### config.mk
export PLATFORM = sky130hd
export DESIGN_NAME = bm_unpacker
export DESIGN_NICKNAME = d
export VERILOG_FILES = /design/src/rtl/bm_unpacker.sv
export SDC_FILE = /design/constraint.sdc
export NUM_CORES = 1
export LEC_CHECK = 0
export BUFFER_PORTS_ARGS = -buffer_cell sky130_fd_sc_hd__buf_2
export CAP_MARGIN = 20
export CORE_MARGIN = 4
export CORE_UTILIZATION = 45
export DETAILED_ROUTE_END_ITERATION = 10
export PLACE_DENSITY = 0.85
export SYNTH_ARGS = -nofsm -noshare
export SYNTH_HDL_FRONTEND = slang
export SYNTH_SLANG_ARGS = --single-unit
### constraint.sdc
create_clock -name clk -period 1.2 [get_ports clk]
set_input_delay 0.12 -clock clk [delete_from_list [all_inputs] [get_ports clk]]
set_output_delay 0.12 -clock clk [all_outputs]
set_load 0.05 [all_outputs]
### src/rtl/bm_unpacker.sv
module bm_unpacker #(
  parameter int BYTE_W = 9
) (
  input  logic                  clk,
  input  logic                  mrst_n,
  input  logic                  prst_n,
  input  logic                  cfg_narrow,
  input  logic                  cfg_byte,
  input  logic                  cfg_big,
  input  logic                  fifo_valid,
  input  logic [4*BYTE_W-1:0]   fifo_data,
  output logic                  fifo_pop,
  input  logic                  rd_en,
  output logic [4*BYTE_W-1:0]   rd_data
);
  localparam int LONG_W = 4 * BYTE_W;
  localparam int WORD_W = 2 * BYTE_W;

  typedef enum logic [1:0] {M_LONG = 2'd0, M_WORD = 2'd1, M_BYTE = 2'd2} mode_t;

  mode_t       mode_q;
  logic        big_q;
  logic [1:0]  lane_q;
  logic        last;
  logic [1:0]  sel_b;
  logic        sel_w;
  logic [LONG_W-1:0] nxt;

  logic [BYTE_W-1:0] bytes [4];
  logic [WORD_W-1:0] words [2];

  for (genvar g = 0; g < 4; g++) begin : g_byte
    assign bytes[g] = fifo_data[g*BYTE_W +: BYTE_W];
  end
  for (genvar g = 0; g < 2; g++) begin : g_word
    assign words[g] = fifo_data[g*WORD_W +: WORD_W];
  end

  wire fire = rd_en & fifo_valid;

  always_comb begin
    case (mode_q)
      M_LONG:  last = 1'b1;
      M_WORD:  last = lane_q[0];
      default: last = &lane_q;
    endcase
  end

  assign fifo_pop = fire & last;
  assign sel_b    = big_q ? ~lane_q : lane_q;
  assign sel_w    = big_q ^ lane_q[0];

  always_comb begin
    case (mode_q)
      M_LONG:  nxt = fifo_data;
      M_WORD:  nxt = {{(LONG_W-WORD_W){1'b0}}, words[sel_w]};
      default: nxt = {{(LONG_W-BYTE_W){1'b0}}, bytes[sel_b]};
    endcase
  end

  always_ff @(posedge clk) begin
    if (!mrst_n) begin
      mode_q  <= !cfg_narrow ? M_LONG : (cfg_byte ? M_BYTE : M_WORD);
      big_q   <= cfg_big;
      lane_q  <= 2'd0;
      rd_data <= '0;
    end else if (!prst_n) begin
      lane_q  <= 2'd0;
      rd_data <= '0;
    end else if (fire) begin
      rd_data <= nxt;
      lane_q  <= last ? 2'd0 : lane_q + 2'd1;
    end
  end
endmodule

==> results of run 1 <==
layer usage:
layer	routed length [um]	global-route usage, %	vias to the layer above
li1	-	-	1119
met5	0	0	-
met1	2977	27.23	1146
met2	3458	35.64	105
met4	211	9.966	0
met3	608	5.079	19
worst min-delay path by stage:
stage                       start  cells after the start  endpoint
after CTS                 cfg_big                      1     big_q
after floorplan           cfg_big                      0     big_q
after global routing      cfg_big                      1     big_q
final                     cfg_big                      1     big_q
after detailed placement  cfg_big                      1     big_q
after global placement    cfg_big                      1     big_q
logic make-up after synthesis:
family	Yosys count	share of synthesized area (%)
adder cells (fa/ha/maj)	1	0.5425
AND/OR/NAND/NOR	71	14.43
multiplexers	48	20.84
flip-flops	41	36.90
AO/OA/AOI/OAI	68	20.29
buffers and inverters	21	5.915
XOR/XNOR	2	1.085
synth_stat cells (all sizes together) (3+ instances only):
cell    count
a21boi      6
a21oi       8
a22oi      36
and3        6
buf        13
clkbuf      6
dfxtp      38
edfxtp      3
mux2i      48
nand2      22
nand3      11
nor2       21
nor2b       4
nor3        3
o211ai      9
o21ai       9
placed cells by master (no fill, tap or decap), drive strengths merged:
master / netlist / routed
o211ai: 9 / 9
a21boi: 6 / 6
a21oi: 8 / 8
a22oi: 36 / 36
nor3b: 1 / 1
nor2b: 4 / 4
edfxtp: 3 / 3
buf: 13 / 107
ha: 1 / 1
dfxtp: 38 / 38
o21ai: 9 / 9
and3: 6 / 6
nand3: 11 / 11
and2: 2 / 2
nand2: 22 / 22
or2: 1 / 1
inv: 2 / 3
xor2: 2 / 2
nor2: 21 / 21
mux2i: 48 / 48
clkinvlp: 0 / 1
clkbuf: 6 / 6
nor3: 3 / 3
registers in the layout, indices dropped and copies added (netlist names):
register / flops
rd_data: 36
lane_q: 2
big_q: 1
mode_q: 2
critical path, cell delays in order, from the launching register on:
cell      delay, ns
dfxtp_4        0.36
buf_4          0.15
xor2_2         0.19
nand2_2        0.09
buf_12         0.15
mux2i_1        0.22
o211ai_1       0.12
cell type report:
type                    instances  area (um2)  share of cell area [%]
well taps                      67       83.83                   2.707
inverters                       2       7.507                  0.2424
clock inverters                 2       13.76                  0.4444
repair buffers                107       663.1                   21.41
multi-input cells             190        1400                   45.21
flip-flops and latches         41       855.8                   27.64
clock buffers                   6       72.57                   2.343
per-stage QoR:
| stage | utilization, % | TNS [ns] |
|---|---|---|
| final | 63.87 | -3.457 |
| after CTS | 62.71 | -3.685 |
| after detailed placement | 60.08 | -3.651 |
| after global placement | 60.08 | -2.704 |
| after global routing | 63.87 | -6.120 |
| after floorplan | - | -1.942 |
where the power goes:
group          internal [uW]  switching (uW)  leakage (uW)
clock                    412             492     0.0000417
sequential              1410            21.1      0.000337
combinational            289             411      0.000944
total                   2110             924       0.00132
repair_timing:
action,4_1_cts,5_1_grt
pin swaps,2,2
setup endpoints to repair,21,39
setup buffers,4,0
resized for setup,6,15
cloned,0,0
==> qor.csv, run 1 <==
stage;metric;value;unit
status;status;complete, but fails checks;
status;violations in the final reports;negative setup slack;
cells_and_area;number of nets in the layout;392;
logic_synthesis;largest cells by area after synthesis;dfxtp_1, mux2i_1, a22oi_1, edfxtp_1, nand2_1;
timing;number of slew-limit violations in the final report;0;
clock_network;clock root buffer;clkbuf_8;
floorplan;DIE AREA;6334;um2
logic_synthesis;async set-reset flop share out of synthesis;0;%
clock_network;latest clock arrival within the worst-skew pair;0.29;ns
route;vias after detailed routing;2389;
timing;endpoints failing setup;38;
route;wire length reported by the detailed router;7.255;mm
placement;routability-driven placement congestion ratio;0.8526;
placement;IO buf count;80;
timing;crit path setup slack, layout;-0.2136;ns
pwr;power density over the cells;978.3;nW/um2
job;Max-Cap Viols;0;
logic_synthesis;gate count after technology mapping;252;
cells_and_area;Final Non-Filler Cells;415;
floorplan;Die Y;79.59;um
timing;final clock period utilization by the worst path;117.8;%
pwr;Peak VDD IR;0.7255;mV
cells_and_area;share of post-route cells with drive strength above 1;38.79;%
logic_synthesis;top cell type's share of synthesized area;32.99;%
floorplan;Core Box Area;4848;um2
timing;setup repair after global routing missed its margin;yes;
critical_path;start point of the critical path;lane_q[0];
critical_path;capture instance of the worst register-to-register path;rd_data[7];
timing;final clock skew;0.006994;ns
floorplan;row cnt;25;
critical_path;Setup crit end;rd_data[7];
cells_and_area;Post-Layout Inst Area;3097;um2
timing;minimum clock period;1.414;ns
logic_synthesis;dominant register cell in the synthesized netlist;dfxtp_1;
critical_path;start-to-end type of the worst setup path;register to register;
min_path;type of the most critical hold path;input pin to register;
critical_path;critical path required time;1.37;ns
global_routing;sum of overflow across all layers after global routing;0;
global_routing;total track usage;21.86;%
placement;Cell Count Post-Placement;403;
route;number of design rule violations left after detail routing;0;
logic_synthesis;sequential-to-total area share from yosys stat;36.90;%
clock_network;Clock Pin Slew Worst Setup and Hold Paths;0.08;ns
route;DR WL/cell;17.48;um
global_routing;vias in the first global route;2304;
floorplan;die extent in x;79.59;um
route;antenna violation net count after detailed routing;0;
timing;hold violation count in the final report;0;
logic_synthesis;Seq cells post-synth;41;
pwr;total power consumption of the routed design;3030;uW
critical_path;setup slack of the most critical reg-to-reg path;-0.21;ns
cells_and_area;Area growth, synth to finish;34.29;%
logic_synthesis;Yosys warnings;0;
clock_network;clock tree from TritonCTS;yes;
logic_synthesis;netlist area before placement;2306;um2
critical_path;maximum fanout along the worst path;12;
critical_path;Reg2Reg Depth;6;
logic_synthesis;EDFF count, synth;3;
critical_path;Worst R2R Start;lane_q[0];
critical_path;arrival time at the worst endpoint;1.58;ns
route;detailed-routing iteration count for the pre-antenna-repair pass;4;
cells_and_area;count of antenna diodes in the layout;0;
global_routing;initial antenna violation count;0;
clock_network;H-Tree Depth;2;
critical_path;kind of start point of the critical path;register;
global_routing;maximum number of pins on one net before global-route repair;25;
logic_synthesis;Synth area leader;dfxtp_1;
timing;fmax;707.4;MHz
logic_synthesis;number of library cell types mapped by synthesis;31;
timing;transition time at the pin with the least slew margin;0.2855;ns
timing;hold slack;0.02151;ns
pwr;leak pwr;0.001324;uW
timing;worst relative slew slack;80.92;%
logic_synthesis;net count after synthesis;297;
floorplan;I/O pin count;81;
clock_network;number of sinks driven by the clock tree;41;
placement;pre-CTS worst setup slack;-0.3261;ns
route;via-per-instance ratio;5.757;
global_routing;wire length of the first global-routing pass;10.95;mm
clock_network;number of buffers added to fix hold violations after cts;0;
cells_and_area;Filler Cell Count;402;
placement;post-place instance area;2913;um2
floorplan;initial core utilization;47.56;%
clock_network;Longest Clk Path Bufs;2;
route;number of DRC markers in iteration 0;185;
placement;detailed placement HPWL;5.256;mm
clock_network;total CTS buffers;5;
logic_synthesis;Avg Inst Size Synth;9.151;um2
critical_path;endpoint type of the worst setup path;register;
(Power assumes the default switching activity.)
==> inputs of run 2 (changes only) <==
CTS_CLUSTER_SIZE = 20   (was not set)
HOLD_SLACK_MARGIN = 0.08   (was not set)
==> qor.csv, run 2 (synthesis results as in run 1) <==
stage;metric;value;unit;change
status;status;complete, but fails checks;;
status;violations in the final reports;negative setup slack;;
cells_and_area;Final Non-Filler Cells;421;;+1.4%
global_routing;maximum number of pins on one net before global-route repair;25;;unchanged
cells_and_area;number of nets in the layout;398;;+1.5%
critical_path;crit-path leading delay family;flip-flops;;
route;number of DRC markers in iteration 0;207;;+12%
floorplan;die extent in x;79.59;um;unchanged
global_routing;sum of overflow across all layers after global routing;0;;unchanged
floorplan;I/O pin count;81;;unchanged
global_routing;wire length of the first global-routing pass;10.96;mm;+0.13%
critical_path;kind of start point of the critical path;register;;
critical_path;cells along the critical path;nor2b_4 -> nor3_4 -> buf_6;;
global_routing;initial antenna violation count;0;;unchanged
clock_network;H-Tree Depth;2;;unchanged
clock_network;clock root buffer;clkbuf_8;;
floorplan;Die Y;79.59;um;unchanged
clock_network;Clock Pin Slew Worst Setup and Hold Paths;0.08;ns;about the same
floorplan;row cnt;25;;unchanged
clock_network;latest clock arrival within the worst-skew pair;0.30;ns;about the same
route;vias after detailed routing;2464;;+3.1%
placement;IO buf count;80;;unchanged
timing;transition time at the pin with the least slew margin;0.2834;ns;-0.002124 ns
floorplan;DIE AREA;6334;um2;unchanged
min_path;type of the most critical hold path;input pin to register;;
pwr;leak pwr;0.001373;uW;+3.8%
critical_path;Slowest Stage Delay on Critical Path;0.47;ns;+0.11 ns
global_routing;total track usage;21.86;%;unchanged
cells_and_area;count of antenna diodes in the layout;0;;unchanged
placement;post-place instance area;2913;um2;unchanged
cells_and_area;largest registers;rd_data (36), lane_q (2), mode_q (2);;
critical_path;cell with the largest stage delay on the worst path;edfxtp_1;;
critical_path;Buf+Inv Stages, Crit Path;1;;-1
timing;final clock period utilization by the worst path;118.4;%;+0.63 points
cells_and_area;flip-flop count of the largest register, all copies and words added;36;;unchanged
cells_and_area;most common cell after layout, fill and taps aside;buf_2;;
clock_network;clock tree from TritonCTS;yes;;
route;via-per-instance ratio;5.853;;+1.7%
timing;crit path setup slack, layout;-0.2211;ns;-0.007523 ns
timing;fmax;703.7;MHz;-0.53%
clock_network;Longest Clk Path Bufs;2;;unchanged
cells_and_area;Post-Layout Inst Area;3281;um2;+5.9%
timing;setup repair after global routing missed its margin;yes;;
critical_path;start-to-end type of the worst setup path;register to primary output;;
cells_and_area;most frequent cells in the layout;buf_2, mux2i_1, dfxtp_1;;
timing;number of slew-limit violations in the final report;0;;unchanged
route;detailed-routing iteration count for the pre-antenna-repair pass;5;;+1
job;Max-Cap Viols;0;;unchanged
clock_network;number of sinks driven by the clock tree;41;;unchanged
route;number of design rule violations left after detail routing;0;;unchanged
clock_network;total CTS buffers;5;;unchanged
placement;routability-driven placement congestion ratio;0.8526;;unchanged
timing;endpoints failing setup;38;;unchanged
pwr;power density over the cells;942.6;nW/um2;-3.7%
floorplan;initial core utilization;47.56;%;unchanged
critical_path;endpoint type of the worst setup path;primary output;;
cells_and_area;register containing the most flip-flops in the final layout;rd_data;;
global_routing;vias in the first global route;2293;;-0.48%
timing;minimum clock period;1.421;ns;+0.007523 ns
timing;worst relative slew slack;81.07;%;+0.15 points
route;DR WL/cell;18.68;um;+6.9%
cells_and_area;Area growth, synth to finish;42.27;%;
pwr;Peak VDD IR;0.7282;mV;+0.38%
route;wire length reported by the detailed router;7.866;mm;+8.4%
placement;Cell Count Post-Placement;403;;unchanged
critical_path;critical path required time;1.08;ns;-0.29 ns
floorplan;Core Box Area;4848;um2;unchanged
timing;final clock skew;0.006739;ns;-0.0002557 ns
critical_path;maximum fanout along the worst path;3;;-9
timing;hold violation count in the final report;0;;unchanged
route;antenna violation net count after detailed routing;0;;unchanged
critical_path;arrival time at the worst endpoint;1.30;ns;-0.28 ns
cells_and_area;share of post-route cells with drive strength above 1;44.63;%;+5.8 points
placement;detailed placement HPWL;5.256;mm;unchanged
## run 2: cell count changes in the layout (fill, tap and decap cells not counted)
cell	before	now
a22oi_1	34	16
buf_6	2	5
dlygate4sd3_1	0	1
a22oi_2	2	20
clkbuf_16	0	2
## run 2: metrics by stage
| stage | setup TNS, ns | worst slack, ns | power (uW) | util, % | hold slack [ns] |
|---|---|---|---|---|---|
| after floorplan | -1.942 | -0.1957 | 1855 | - | 0.2189 |
| final | -5.766 | -0.2211 | 3092 | 67.66 | 0.08887 |
| after global routing | -8.528 | -0.2882 | 3197 | 67.66 | 0.09316 |
| after detailed placement | -3.651 | -0.3261 | 2101 | 60.08 | 0.3182 |
| after global placement | -2.704 | -0.2478 | 2084 | 60.08 | 0.3170 |
| after CTS | -3.685 | -0.1863 | 3008 | 62.92 | 0.08839 |
## run 2: cell type report
cell class	count	area, um2
multi-input combinational	190	1490
tap	67	83.83
clock inverter	2	13.76
inverter	2	7.507
sequential	41	855.8
timing repair buffer	113	757.0
fill	366	1568
clock buffer	6	72.57
## run 2: repair_timing
action                                  CTS  global route
setup buffers                             4             2
cloned                                    0             3
hold buffers                              1             0
pin swaps                                 2            17
hold endpoints to repair                  1             0
gates resized for setup                   6            35
endpoints found under the setup margin   21            39
## run 2: power breakdown
part	switching (uW)	leakage, uW	total [uW]	internal, uW
clock	504	0.0000417	915	412
sequential	23.0	0.000337	1430	1410
combinational	436	0.000994	748	312
total	963	0.00137	3090	2130
## run 2: worst min-delay path, delay by kind of cell
kind                   cells  cell delay, ns
AND/OR/NAND/NOR            1            0.06
AO/OA/AOI/OAI              1            0.06
buffers and inverters      1            0.11
## run 2: path summary, 6_finish.rpt
path / start / endpoint / slack [ns] / cells past startpoint
max: mode_q[1] / fifo_pop / -0.22 / 3
min: fifo_valid / lane_q[1] / 0.09 / 3
max reg2reg: lane_q[0] / rd_data[16] / -0.21 / 6
min reg2reg: rd_data[12] / rd_data[12] / 0.44 / 2
## run 2: per-layer routing
layer	share of wire (%)	wire length (um)	up-vias	GRT usage, %
met3	8.8	695	20	5.192
li1	-	-	1136	-
met2	49	3889	120	35.56
met5	0	0	-	0
met1	39	3107	1188	27.30
met4	2.2	173	0	9.794
==> inputs of run 3 (changes only) <==
--- a/config.mk
+++ b/config.mk
@@ -7,5 +7,5 @@
 export LEC_CHECK = 0
 export BUFFER_PORTS_ARGS = -buffer_cell sky130_fd_sc_hd__buf_2
-export CAP_MARGIN = 20
+export CAP_MARGIN = 10
 export CORE_MARGIN = 4
 export CORE_UTILIZATION = 45
@@ -13,5 +13,5 @@
 export DETAILED_ROUTE_END_ITERATION = 10
 export HOLD_SLACK_MARGIN = 0.08
-export PLACE_DENSITY = 0.85
+export PLACE_DENSITY_LB_ADDON = 0.25
 export SYNTH_ARGS = -nofsm -noshare
 export SYNTH_HDL_FRONTEND = slang
==> constraint.sdc (replaced) <==
create_clock -name clk -period 1.2 [get_ports clk]
set_input_delay 0.24 -clock clk [delete_from_list [all_inputs] [get_ports clk]]
set_output_delay 0.24 -clock clk [all_outputs]
set_load 0.05 [all_outputs]
==> qor.csv, run 3 (synthesis results as in run 1) <==
stage;metric;value;unit;change
status;status;complete, but fails checks;;
status;violations in the final reports;negative setup slack;;
route;detailed-routing iteration count for the pre-antenna-repair pass;5;;unchanged
clock_network;total CTS buffers;5;;unchanged
cells_and_area;most common cell after layout, fill and taps aside;buf_2;;
timing;hold violation count in the final report;0;;unchanged
pwr;power density over the cells;971.4;nW/um2;+3.1%
timing;endpoints failing setup;38;;unchanged
floorplan;I/O pin count;81;;unchanged
cells_and_area;flip-flop count of the largest register, all copies and words added;36;;unchanged
floorplan;die extent in x;79.59;um;unchanged
placement;routability-driven placement congestion ratio;0.7940;;-6.9%
timing;number of slew-limit violations in the final report;0;;unchanged
pwr;net switching component of the power;953.2;uW;-1.0%
critical_path;kind of start point of the critical path;register;;
min_path;type of the most critical hold path;input pin to register;;
route;number of design rule violations left after detail routing;0;;unchanged
clock_network;Clock Pin Slew Worst Setup and Hold Paths;0.08;ns;about the same
placement;Cell Count Post-Placement;411;;+2.0%
global_routing;wire length of the first global-routing pass;11.62;mm;+6.0%
cells_and_area;number of nets in the layout;402;;+1.0%
clock_network;number of sinks driven by the clock tree;41;;unchanged
pwr;Reg power frac;44.9;%;-1.3 points
timing;minimum clock period;1.493;ns;+0.07161 ns
placement;IO buf count;80;;unchanged
timing;transition time at the pin with the least slew margin;0.4293;ns;+0.1459 ns
timing;final clock period utilization by the worst path;124.4;%;+6.0 points
timing;final clock skew;0.007087;ns;+0.0003485 ns
route;met3 wire length;577;um;-17%
route;wire length on met2;3.435;mm;-12%
clock_network;clock root buffer;clkbuf_8;;
timing;fmax;669.9;MHz;-4.8%
route;detailed-route wire length on metal 1;3.019;mm;-2.8%
placement;detailed placement HPWL;5.252;mm;about the same
route;antenna violation net count after detailed routing;0;;unchanged
pwr;Peak VDD IR;0.7060;mV;-3.1%
global_routing;initial antenna violation count;0;;unchanged
cells_and_area;share of the core filled with cells in the final layout;67.54;%;-0.13 points
clock_network;latest clock arrival within the worst-skew pair;0.30;ns;about the same
pwr;leak pwr;0.001378;uW;+0.30%
critical_path;arrival time at the worst endpoint;1.25;ns;-0.05 ns
job;Max-Cap Viols;0;;unchanged
timing;hold slack;0.1412;ns;+0.05233 ns
critical_path;maximum fanout along the worst path;6;;+3
critical_path;start-to-end type of the worst setup path;register to primary output;;
critical_path;setup slack of the most critical reg-to-reg path;-0.22;ns;about the same
clock_network;H-Tree Depth;2;;unchanged
clock_network;clock tree from TritonCTS;yes;;
clock_network;Longest Clk Path Bufs;2;;unchanged
floorplan;row cnt;25;;unchanged
floorplan;DIE AREA;6334;um2;unchanged
global_routing;maximum number of pins on one net before global-route repair;25;;unchanged
critical_path;endpoint type of the worst setup path;primary output;;
pwr;total power consumption of the routed design;3181;uW;+2.9%
route;number of DRC markers in iteration 0;136;;-34%
route;topmost layer with routed signal wires;met4;;
cells_and_area;multi-input logic area;1446;um2;-2.9%
timing;setup_tns;-6.178;ns;-0.4111 ns
floorplan;Core Box Area;4848;um2;unchanged
route;vias after detailed routing;2343;;-4.9%
global_routing;total track usage;23.52;%;+1.7 points
cells_and_area;Final Non-Filler Cells;425;;+0.95%
critical_path;critical path required time;0.96;ns;-0.12 ns
pwr;proportion of power drawn by combinational gates;24.6;%;+0.4 points
route;wire length reported by the detailed router;7.150;mm;-9.1%
floorplan;initial core utilization;47.56;%;unchanged
global_routing;vias in the first global route;2371;;+3.4%
global_routing;sum of overflow across all layers after global routing;0;;unchanged
pwr;share of total power in the clock network;30.5;%;+0.9 points
cells_and_area;largest registers;rd_data (36), lane_q (2), mode_q (2);;
cells_and_area;Area growth, synth to finish;42.00;%;
cells_and_area;count of antenna diodes in the layout;0;;unchanged
route;DR WL/cell;16.82;um;-10%
cells_and_area;Filler Cell Count;394;;+7.7%
pwr;switch share;29.97;%;-1.2 points
route;via-per-instance ratio;5.513;;-5.8%
cells_and_area;register containing the most flip-flops in the final layout;rd_data;;
floorplan;Die Y;79.59;um;unchanged
timing;crit path setup slack, layout;-0.2927;ns;-0.07161 ns
cells_and_area;sequential cell area in the final layout;855.8;um2;unchanged
pwr;internal power;2228;uW;+4.6%
cells_and_area;share of post-route cells with drive strength above 1;41.62;%;-3.0 points
timing;worst relative slew slack;71.25;%;-9.8 points
timing;setup repair after global routing missed its margin;yes;;
cells_and_area;most frequent cells in the layout;buf_2, mux2i_1, dfxtp_1;;
==> run 3: cell types whose count changed in the layout (fill, tap and decap cells not counted), moves of 2 or more <==
cell       previous run  this run
a22oi_1              16        34
a22oi_2              20         2
buf_2                79        74
clkbuf_4              0         4
mux2i_1              48        44
mux2i_2               0         4
a21boi_1              3         6
buf_6                 5         8
a21boi_2              2         0
and2_4                0         2
buf_4                22        24
buf_8                 0         2
clkbuf_16             2         0
==> run 3: power by group through the flow <==
stage / registers, uW / clock network, uW / logic [uW]
global placement: 1460 / 0 / 660
finish: 1430 / 970 / 782
CTS: 1430 / 986 / 755
floorplan: 1530 / 0 / 325
detailed placement: 1460 / 0 / 672
global route: 1430 / 1050 / 836
==> run 3: metrics by stage <==
stage	cell area [um2]	worst slack (ns)
after floorplan	2338	-0.1957
after global placement	2960	-0.2616
after detailed placement	2960	-0.2923
after CTS	3227	-0.3039
after global routing	3274	-0.3421
final	3274	-0.2927
==> run 3: path summary, 6_finish.rpt <==
| path | end | start | cells after the start |
|---|---|---|---|
| worst max-delay path | fifo_pop | lane_q[0] | 4 |
| worst min-delay path | big_q | cfg_big | 1 |
| worst max register to register | rd_data[0] | big_q | 5 |
| worst min register to register | rd_data[11] | rd_data[11] | 2 |
==> run 3: timing repair <==
| item | 4_1_cts | 5_1_grt |
|---|---|---|
| endpoints found under the setup margin | 40 | 43 |
| pin swaps | 8 | 2 |
| gates cloned | 2 | 0 |
| gates resized for setup | 30 | 17 |
| buffers inserted | 4 | 0 |
| hold buffers | 0 | 0 |
==> run 3: worst max-delay path, cell delays in order, from the launching register on <==
cell and delay, ns:
dfxtp_4 0.37, buf_8 0.14, nor3b_4 0.23, nor3_4 0.07
buf_6 0.16
==> run 3: area by class of cell <==
cell class	count	area share [%]
flip-flops and latches	41	26.14
clock inverters	1	0.1911
inverters	2	0.2293
repair buffers	116	24.07
multi-input cells	191	44.17
well taps	67	2.560
clock buffers	7	2.637
==> run 3: routing by layer <==
layer / vias to the layer above / track usage (%)
met4: 0 / 8.935
li1: 1138 / -
met5: - / 0
met2: 88 / 37.98
met3: 12 / 4.628
met1: 1105 / 30.84
